<file path="src/rtl/gpio_port_pkg.sv">
package gpio_port_pkg;

  typedef enum logic [1:0] {
    KIND_OUT    = 2'd0,
    KIND_SETCLR = 2'd1,
    KIND_TOGGLE = 2'd2,
    KIND_NONE   = 2'd3
  } reg_kind_e;

  // Next level of one pin for the selected register.
  // lo_bit: data / set / toggle bit, hi_bit: clear bit.
  function automatic logic pin_next(input logic cur, input reg_kind_e kind,
                                    input logic wr, input logic lo_bit,
                                    input logic hi_bit);
    logic nxt;
    nxt = cur;
    if (wr) begin
      case (kind)
        KIND_OUT:    nxt = lo_bit;
        KIND_SETCLR: nxt = lo_bit ? 1'b1 : (hi_bit ? 1'b0 : cur);
        KIND_TOGGLE: nxt = cur ^ lo_bit;
        default:     nxt = cur;
      endcase
    end
    return nxt;
  endfunction

endpackage

</file>
<file path="src/rtl/gpio_port_decode.sv">
module gpio_port_decode
  import gpio_port_pkg::*;
#(
  parameter int ADDR_W     = 4,
  parameter int OFF_OUT    = 0,
  parameter int OFF_SETCLR = 4,
  parameter int OFF_TOGGLE = 8
) (
  input  logic [ADDR_W-1:0] addr,
  output reg_kind_e         kind
);
  localparam logic [ADDR_W-1:0] A_OUT = ADDR_W'(OFF_OUT);
  localparam logic [ADDR_W-1:0] A_SC  = ADDR_W'(OFF_SETCLR);
  localparam logic [ADDR_W-1:0] A_TG  = ADDR_W'(OFF_TOGGLE);

  always_comb begin
    if (addr == A_OUT)      kind = KIND_OUT;
    else if (addr == A_SC)  kind = KIND_SETCLR;
    else if (addr == A_TG)  kind = KIND_TOGGLE;
    else                    kind = KIND_NONE;
  end
endmodule

</file>
<file path="src/rtl/gpio_port_bits.sv">
module gpio_port_bits
  import gpio_port_pkg::*;
#(
  parameter int NPINS = 16
) (
  input  logic               clk,
  input  logic               rst_n,
  input  logic               wr,
  input  reg_kind_e          kind,
  input  logic [2*NPINS-1:0] wdata,
  output logic [NPINS-1:0]   pins
);
  // Named events for the assertions
  logic out_hit, sc_hit, tg_hit, any_hit;
  logic [NPINS-1:0] set_req, clr_req;

  assign out_hit = wr && (kind == KIND_OUT);
  assign sc_hit  = wr && (kind == KIND_SETCLR);
  assign tg_hit  = wr && (kind == KIND_TOGGLE);
  assign any_hit = out_hit || sc_hit || tg_hit;
  assign set_req = wdata[NPINS-1:0];
  assign clr_req = wdata[2*NPINS-1:NPINS];

  for (genvar i = 0; i < NPINS; i++) begin : g_pin
    logic q;
    always_ff @(posedge clk or negedge rst_n) begin
      if (!rst_n) q <= 1'b0;
      else        q <= pin_next(q, kind, wr, wdata[i], wdata[NPINS+i]);
    end
    assign pins[i] = q;
  end

  p_out_load_r3: assert property (@(posedge clk) disable iff (!rst_n)
    out_hit |=> pins == $past(set_req));

  p_set_r4: assert property (@(posedge clk) disable iff (!rst_n)
    sc_hit |=> (pins & $past(set_req)) == $past(set_req));

  p_clr_r5: assert property (@(posedge clk) disable iff (!rst_n)
    sc_hit |=> (pins & $past(clr_req & ~set_req)) == '0);

  p_keep_r6: assert property (@(posedge clk) disable iff (!rst_n)
    sc_hit |=> ((pins ^ $past(pins)) & ~$past(set_req | clr_req)) == '0);

  p_toggle_r7: assert property (@(posedge clk) disable iff (!rst_n)
    tg_hit |=> pins == ($past(pins) ^ $past(set_req)));

  p_hold_r10: assert property (@(posedge clk) disable iff (!rst_n)
    !any_hit |=> $stable(pins));
endmodule

</file>
<file path="src/rtl/gpio_port_rdmux.sv">
module gpio_port_rdmux
  import gpio_port_pkg::*;
#(
  parameter int NPINS  = 16,
  parameter int DATA_W = 32
) (
  input  logic              rd_en,
  input  reg_kind_e         kind,
  input  logic [NPINS-1:0]  pins,
  output logic [DATA_W-1:0] rdata
);
  localparam int PAD_W = DATA_W - NPINS;

  always_comb begin
    rdata = '0;
    if (rd_en && kind == KIND_OUT) rdata = {{PAD_W{1'b0}}, pins};
  end
endmodule

</file>
<file path="src/rtl/gpio_atomic_port.sv">
module gpio_atomic_port
  import gpio_port_pkg::*;
#(
  parameter int DATA_W     = 32,
  parameter int ADDR_W     = 4,
  parameter int OFF_OUT    = 0,
  parameter int OFF_SETCLR = 4,
  parameter int OFF_TOGGLE = 8
) (
  input  logic                  clk,
  input  logic                  rst_n,
  input  logic                  bus_sel,
  input  logic                  bus_we,
  input  logic [ADDR_W-1:0]     bus_addr,
  input  logic [DATA_W-1:0]     bus_wdata,
  output logic [DATA_W-1:0]     bus_rdata,
  output logic                  bus_ready,
  output logic [DATA_W/2-1:0]   pin_out
);
  localparam int NPINS = DATA_W / 2;
  localparam logic [ADDR_W-1:0] A_OUT = ADDR_W'(OFF_OUT);

  reg_kind_e kind;
  logic      wr_acc;

  assign wr_acc    = bus_sel && bus_we;
  assign bus_ready = bus_sel;

  gpio_port_decode #(
    .ADDR_W(ADDR_W), .OFF_OUT(OFF_OUT),
    .OFF_SETCLR(OFF_SETCLR), .OFF_TOGGLE(OFF_TOGGLE)
  ) u_decode (
    .addr(bus_addr),
    .kind(kind)
  );

  gpio_port_bits #(.NPINS(NPINS)) u_bits (
    .clk(clk),
    .rst_n(rst_n),
    .wr(wr_acc),
    .kind(kind),
    .wdata(bus_wdata),
    .pins(pin_out)
  );

  gpio_port_rdmux #(.NPINS(NPINS), .DATA_W(DATA_W)) u_rdmux (
    .rd_en(bus_sel),
    .kind(kind),
    .pins(pin_out),
    .rdata(bus_rdata)
  );

  p_reset_low_r1: assert property (@(posedge clk) disable iff (!rst_n)
    $rose(rst_n) |-> pin_out == '0);

  p_wo_zero_r8: assert property (@(posedge clk) disable iff (!rst_n)
    (bus_sel && bus_addr != A_OUT) |-> bus_rdata == '0);

  p_idle_r10: assert property (@(posedge clk) disable iff (!rst_n)
    !bus_sel |-> (bus_rdata == '0 && !bus_ready));

  p_readback_r9: assert property (@(posedge clk) disable iff (!rst_n)
    (bus_sel && bus_addr == A_OUT) |-> bus_rdata[NPINS-1:0] == pin_out);
endmodule

</file>
<file path="config.mk">
export PLATFORM = sky130hd
export DESIGN_NAME = gpio_atomic_port
export DESIGN_NICKNAME = d
export VERILOG_FILES = /design/src/rtl/gpio_port_pkg.sv /design/src/rtl/gpio_port_decode.sv /design/src/rtl/gpio_port_bits.sv /design/src/rtl/gpio_port_rdmux.sv /design/src/rtl/gpio_atomic_port.sv
export SDC_FILE = /design/constraint.sdc
export NUM_CORES = 1
export LEC_CHECK = 0
export BUFFER_PORTS_ARGS = -buffer_cell sky130_fd_sc_hd__buf_4
export CORE_MARGIN = 2
export CORE_UTILIZATION = 49
export CTS_BUF_LIST = sky130_fd_sc_hd__clkbuf_4
export DETAILED_ROUTE_END_ITERATION = 8
export PLACE_DENSITY_LB_ADDON = 0.15
export SYNTH_ARGS = -nofsm -noshare
export SYNTH_HDL_FRONTEND = slang
export SYNTH_SLANG_ARGS = --single-unit
</file>
<file path="constraint.sdc">
create_clock -name clk -period 2.5 [get_ports clk]
set_input_delay 0.25 -clock clk [delete_from_list [all_inputs] [get_ports clk]]
set_output_delay 0.25 -clock clk [all_outputs]
set_load 0.05 [all_outputs]
</file>
-- After elaboration in Yosys (flattened, before gate mapping)
Cells that the tools add are included.
- add/subtract/negate cells: 0
- multiply operators: 0
- div/mod/pow operators: 0
- magnitude comparators: 0
- eq/ne operators: 20
- shift-type cells: 0
- muxes and demuxes: 52
- bitwise operators: 16
- reduce and logical (&&, ||, !) cells: 21
- operators by type and width (kind ; number):
    != test 3 bit (second input constant) ; 16
    case mux 1 bit (3 select lines) ; 16
    AND reduction 3 bit ; 16
    2-to-1 mux 1 bit ; 33
    2-to-1 mux 16 bit ; 1
    bitwise XOR 1 bit ; 16
    equality test 4 x 3 -> 1 bit (second input constant) ; 1
    equality test 4 bit (second input constant) ; 1
    logical NOT 4 bit ; 1
    2-to-1 mux 2 bit ; 2
    nonzero test 3 bit ; 1
    equality test 2 x 1 -> 1 bit (second input constant) ; 1
    equality test 2 bit (second input constant) ; 1
    logical AND 1 bit ; 2
    logical NOT 2 bit ; 1
- register bits after elaboration: 16
- bits in latches: 0
- bits in writable memories: 0
- memory bits (read-only): 0
- input port bits: 40
- output and inout port bits: 49
- memories kept: 0

-- Longest topological paths before layout
- word-level depth: 7
- mapped depth: 5
- depth with buffers taken out: 3

-- Hierarchy
Synthesis repeated with hierarchy kept, for this count alone.
- cells, all modules: 147
- area, all modules: 1524.0 um2
- modules (own cells, without submodules) (module ; instances ; cells an instance ; area each (um2)):
    gpio_port_bits ; 1 ; 107 ; 1102.3
    gpio_port_rdmux ; 1 ; 36 ; 395.4
    gpio_atomic_port ; 1 ; 2 ; 13.8
    gpio_port_decode ; 1 ; 2 ; 12.5

-- Worst setup path after synthesis
Ideal clock, no wire load.
- path kind: in2out
- from: input port bus_addr[3]
- to: output port bus_rdata[0]
- arrival time: 1604 ps
- path slack: 646 ps
- stages: 4
- buffers on the path: 1
- path through: nor4b_1 > nor2b_1 > clkbuf_1 > and2_1
- cells in the longest elaborated chain, start to end: 7
- elaborated cells on any way between the ends: 9
- classes of those cells: eq/ne (2); mux (4); reduce/logical (3)
- ends and longest elaborated chain (what ; line ; source):
    start: declaration ; gpio_atomic_port.sv:14 ; input logic [ADDR_W-1:0] bus_addr,
    equality test 4 bit ; gpio_port_decode.sv:19 ; else if (addr == A_TG) kind = KIND_TOGGLE;
    2-to-1 mux 1 bit ; gpio_port_decode.sv:19 ;
    2-to-1 mux 2 bit ; gpio_port_decode.sv:18 ; else if (addr == A_SC) kind = KIND_SETCLR;
    2-to-1 mux 2 bit (*) ; gpio_port_decode.sv:17 ; if (addr == A_OUT) kind = KIND_OUT;
    logical NOT 2 bit (*) ; gpio_port_rdmux.sv:16 ; if (rd_en && kind == KIND_OUT) rdata = {{PAD_W{1'b0}}, pins};
    logical AND 1 bit (*) ; gpio_port_rdmux.sv:16 ;
    2-to-1 mux 16 bit (*) ; gpio_port_rdmux.sv:16 ;
    end: declaration ; gpio_atomic_port.sv:16 ; output logic [DATA_W-1:0] bus_rdata,
Mark *: on every way between the ends. The rest lies on a longest branch, timed or not.

-- Worst setup path after layout
- from: input port bus_addr[3]
- to: output port bus_rdata[3]
The elaborated chain is that of the path after synthesis.

==> flow_metrics.env <==
export IMPL_status="completed"
export IMPL_grt_max_degree=31
export IMPL_crit_start="bus_addr[3]"
export IMPL_drive_above_1_share_pct=39.3
export IMPL_final_cell_mix="buf_4, and2_1, o211a_1, conb_1, dfrtp_1"
export IMPL_cp_max_fo=8
export IMPL_cts_tree="yes"
export IMPL_criticalPathCategory="primary input to output pin"
export IMPL_setup_tns_ns=0
export IMPL_synthArstFlopShare_pct=100
export IMPL_tightestPinTransition_ns=1.01
export IMPL_pin_count=89
export IMPL_first_global_vias=1528
export IMPL_yosysSeqAreaShare_pct=25.7
export IMPL_floorplan_initialDensity_pct=51.1
export IMPL_final_common_cell="buf_4"
export IMPL_place_area_um2=1950
export IMPL_grt_pass1_wl_um=6800
export IMPL_synth_top_area_share_pct=25.7
export IMPL_dieArea_um2=3650
export IMPL_postCtsResizedCells=0
export IMPL_ys_warnings_count=0
export IMPL_antenna_cells=0
export IMPL_synthToLayoutAreaGrowth_pct=27.1
export IMPL_pwr_share_clk_pct=11.7
export IMPL_rr_startpoint="u_bits.g_pin[5].q"
export IMPL_final_area_um2=1980
export IMPL_drv_slew=0
export IMPL_clock_sinks=16
export IMPL_vias_per_cell=5.63
export IMPL_nets=276
export IMPL_rows=20
export IMPL_synthTopCellsByArea="dfrtp_1, buf_4, o211a_1"
export IMPL_startpoint_type="primary input"
export IMPL_synth_flop_cell="dfrtp_1"
export IMPL_syn_instance_count=186
export IMPL_cp_required_ns=2.25
export IMPL_rsz0062_at_grt="false"
export IMPL_drt_iter0_markers=75
export IMPL_p_per_area_nw_per_um2=587
export IMPL_final_core_util_pct=65.0
export IMPL_power_frac_seq_pct=33.4
export IMPL_grt_total_usage_pct=24.3
export IMPL_drt_pass1_iter_count=4
export IMPL_io_buffers=72
export IMPL_clock_path_buffers=2
export IMPL_min_period_ns=1.86
export IMPL_r2r_slack_ns=1.57
export IMPL_gp_congestion=0.826
export IMPL_worstSkewPairLatency_ns=0.28
export IMPL_synth_edf_count=0
export IMPL_vdd_drop_max_v=0.000304
export IMPL_hold_viol=0
export IMPL_hold_depth=2
export IMPL_gr_total_overflow=0
export IMPL_final_setup_viol_count=0
export IMPL_worstHoldStart="bus_wdata[15]"
export IMPL_p_sw_mw=0.584
export IMPL_cp_arrival_ns=1.61
export IMPL_synth_top_cell_by_area="dfrtp_1"
export IMPL_netlist_area_um2=1560
export IMPL_ys_ff_latch=16
export IMPL_hold_ws_ns=0.162
export IMPL_yosysUniqueCellTypes=25
export IMPL_min_path_type="primary input to flip-flop"
export IMPL_postRouteAntennaNets=0
export IMPL_cts_root_buf="clkbuf_4"
export IMPL_detailed_place_hpwl_um=2990
export IMPL_endpoint_kind="output pin"
export IMPL_pwr_share_comb_pct=55.0
export IMPL_die_w_um=60.4
export IMPL_clkTransAtPathRegs_ns=0.10
export IMPL_reg_top3="u_bits.g_pin.q: 16 flops"
export IMPL_drc=0
export IMPL_internal_power_mw=0.581
export IMPL_syn_avg_cell_area_um2=8.39
export IMPL_reg2reg_depth=3
export IMPL_max_freq_mhz=537
export IMPL_largest_reg_flops=16
export IMPL_die_h_um=60.4
export IMPL_detail_route_wl_per_cell_um=15.0
export IMPL_numCtsBuffers=3
export IMPL_antenna_found_initial=0
export IMPL_p_sw_share_pct=50.1
export IMPL_p_leak_nw=1.02
export IMPL_post_route_period_util_pct=74.5
export IMPL_core_um2=3050
export IMPL_htreeDepth=1
export IMPL_routed_wl_um=4170
export IMPL_vias=1566
export IMPL_cap_violations=0
export IMPL_maxSlewHeadroom_pct=32.6
export IMPL_fin_skew_ns=0
export IMPL_top_register="u_bits.g_pin.q"
cell usage after synthesis (2+ instances only):
cell	instances
a31oi_1	14
o211a_1	16
a211oi_2	8
nor4_1	14
and2_1	17
or4b_1	2
inv_1	2
nand3b_1	2
dfrtp_1	16
o32ai_2	2
nand2_1	15
o21ai_1	2
a21oi_1	2
nor2_1	14
buf_4	33
a211oi_1	6
clkbuf_1	12
buf_2	2
power groups by stage:
stage	combinational (mW)	clock [mW]	sequential [mW]
finish	0.640	0.136	0.389
global route	0.678	0.153	0.401
floorplan	0.559	0	0.373
CTS	0.642	0.138	0.388
global placement	0.629	0	0.386
detailed placement	0.641	0	0.391
metrics by stage:
step	worst slack, ns	instances	power (mW)
6_report	0.639	278	1.16
5_1_grt	0.496	278	1.23
4_1_cts	0.658	278	1.17
3_5_place_dp	0.637	274	1.03
3_3_place_gp	0.626	274	1.02
2_1_floorplan	0.646	201	0.932
worst paths after layout:
| kind | to |
|---|---|
| max | bus_rdata[3] |
| min | u_bits.g_pin[15].q |
| max reg2reg | u_bits.g_pin[5].q |
| min reg2reg | u_bits.g_pin[15].q |
| max in group asynchronous | u_bits.g_pin[7].q |
| min in group asynchronous | u_bits.g_pin[12].q |
worst max-delay path, cell delays in order:
cell	delay (ns)
buf_4	0.13
nor4b_1	0.47
nor2b_1	0.24
buf_4	0.19
and2_1	0.13
buf_4	0.19
what timing repair did:
action,4_1_cts,5_1_grt
setup buffers,0,0
hold endpoints to repair,16,0
hold buffers,1,0
cell type report:
type | instances | area, um^2
inverter | 2 | 7.51
sequential | 16 | 400
timing repair buffer | 78 | 588
multi-input combinational | 135 | 910
fill | 283 | 1070
tap | 44 | 55.1
clock buffer | 3 | 22.5
kinds of logic after synthesis:
family,synth area share [%]
compound gates,28.5
buf+inv,20.6
flops,25.7
other cells,0.240
simple gates,24.9
metal layers:
metal | vias to the layer above | share of wire (%) | track usage (%)
li1 | 733 | - | -
met1 | 741 | 42 | 30.4
met2 | 81 | 48 | 41.9
met3 | 11 | 8.2 | 3.84
met4 | 0 | 1.7 | 10.2
met5 | - | 0 | 0
No activity file was read; power rests on OpenSTA's default activity.
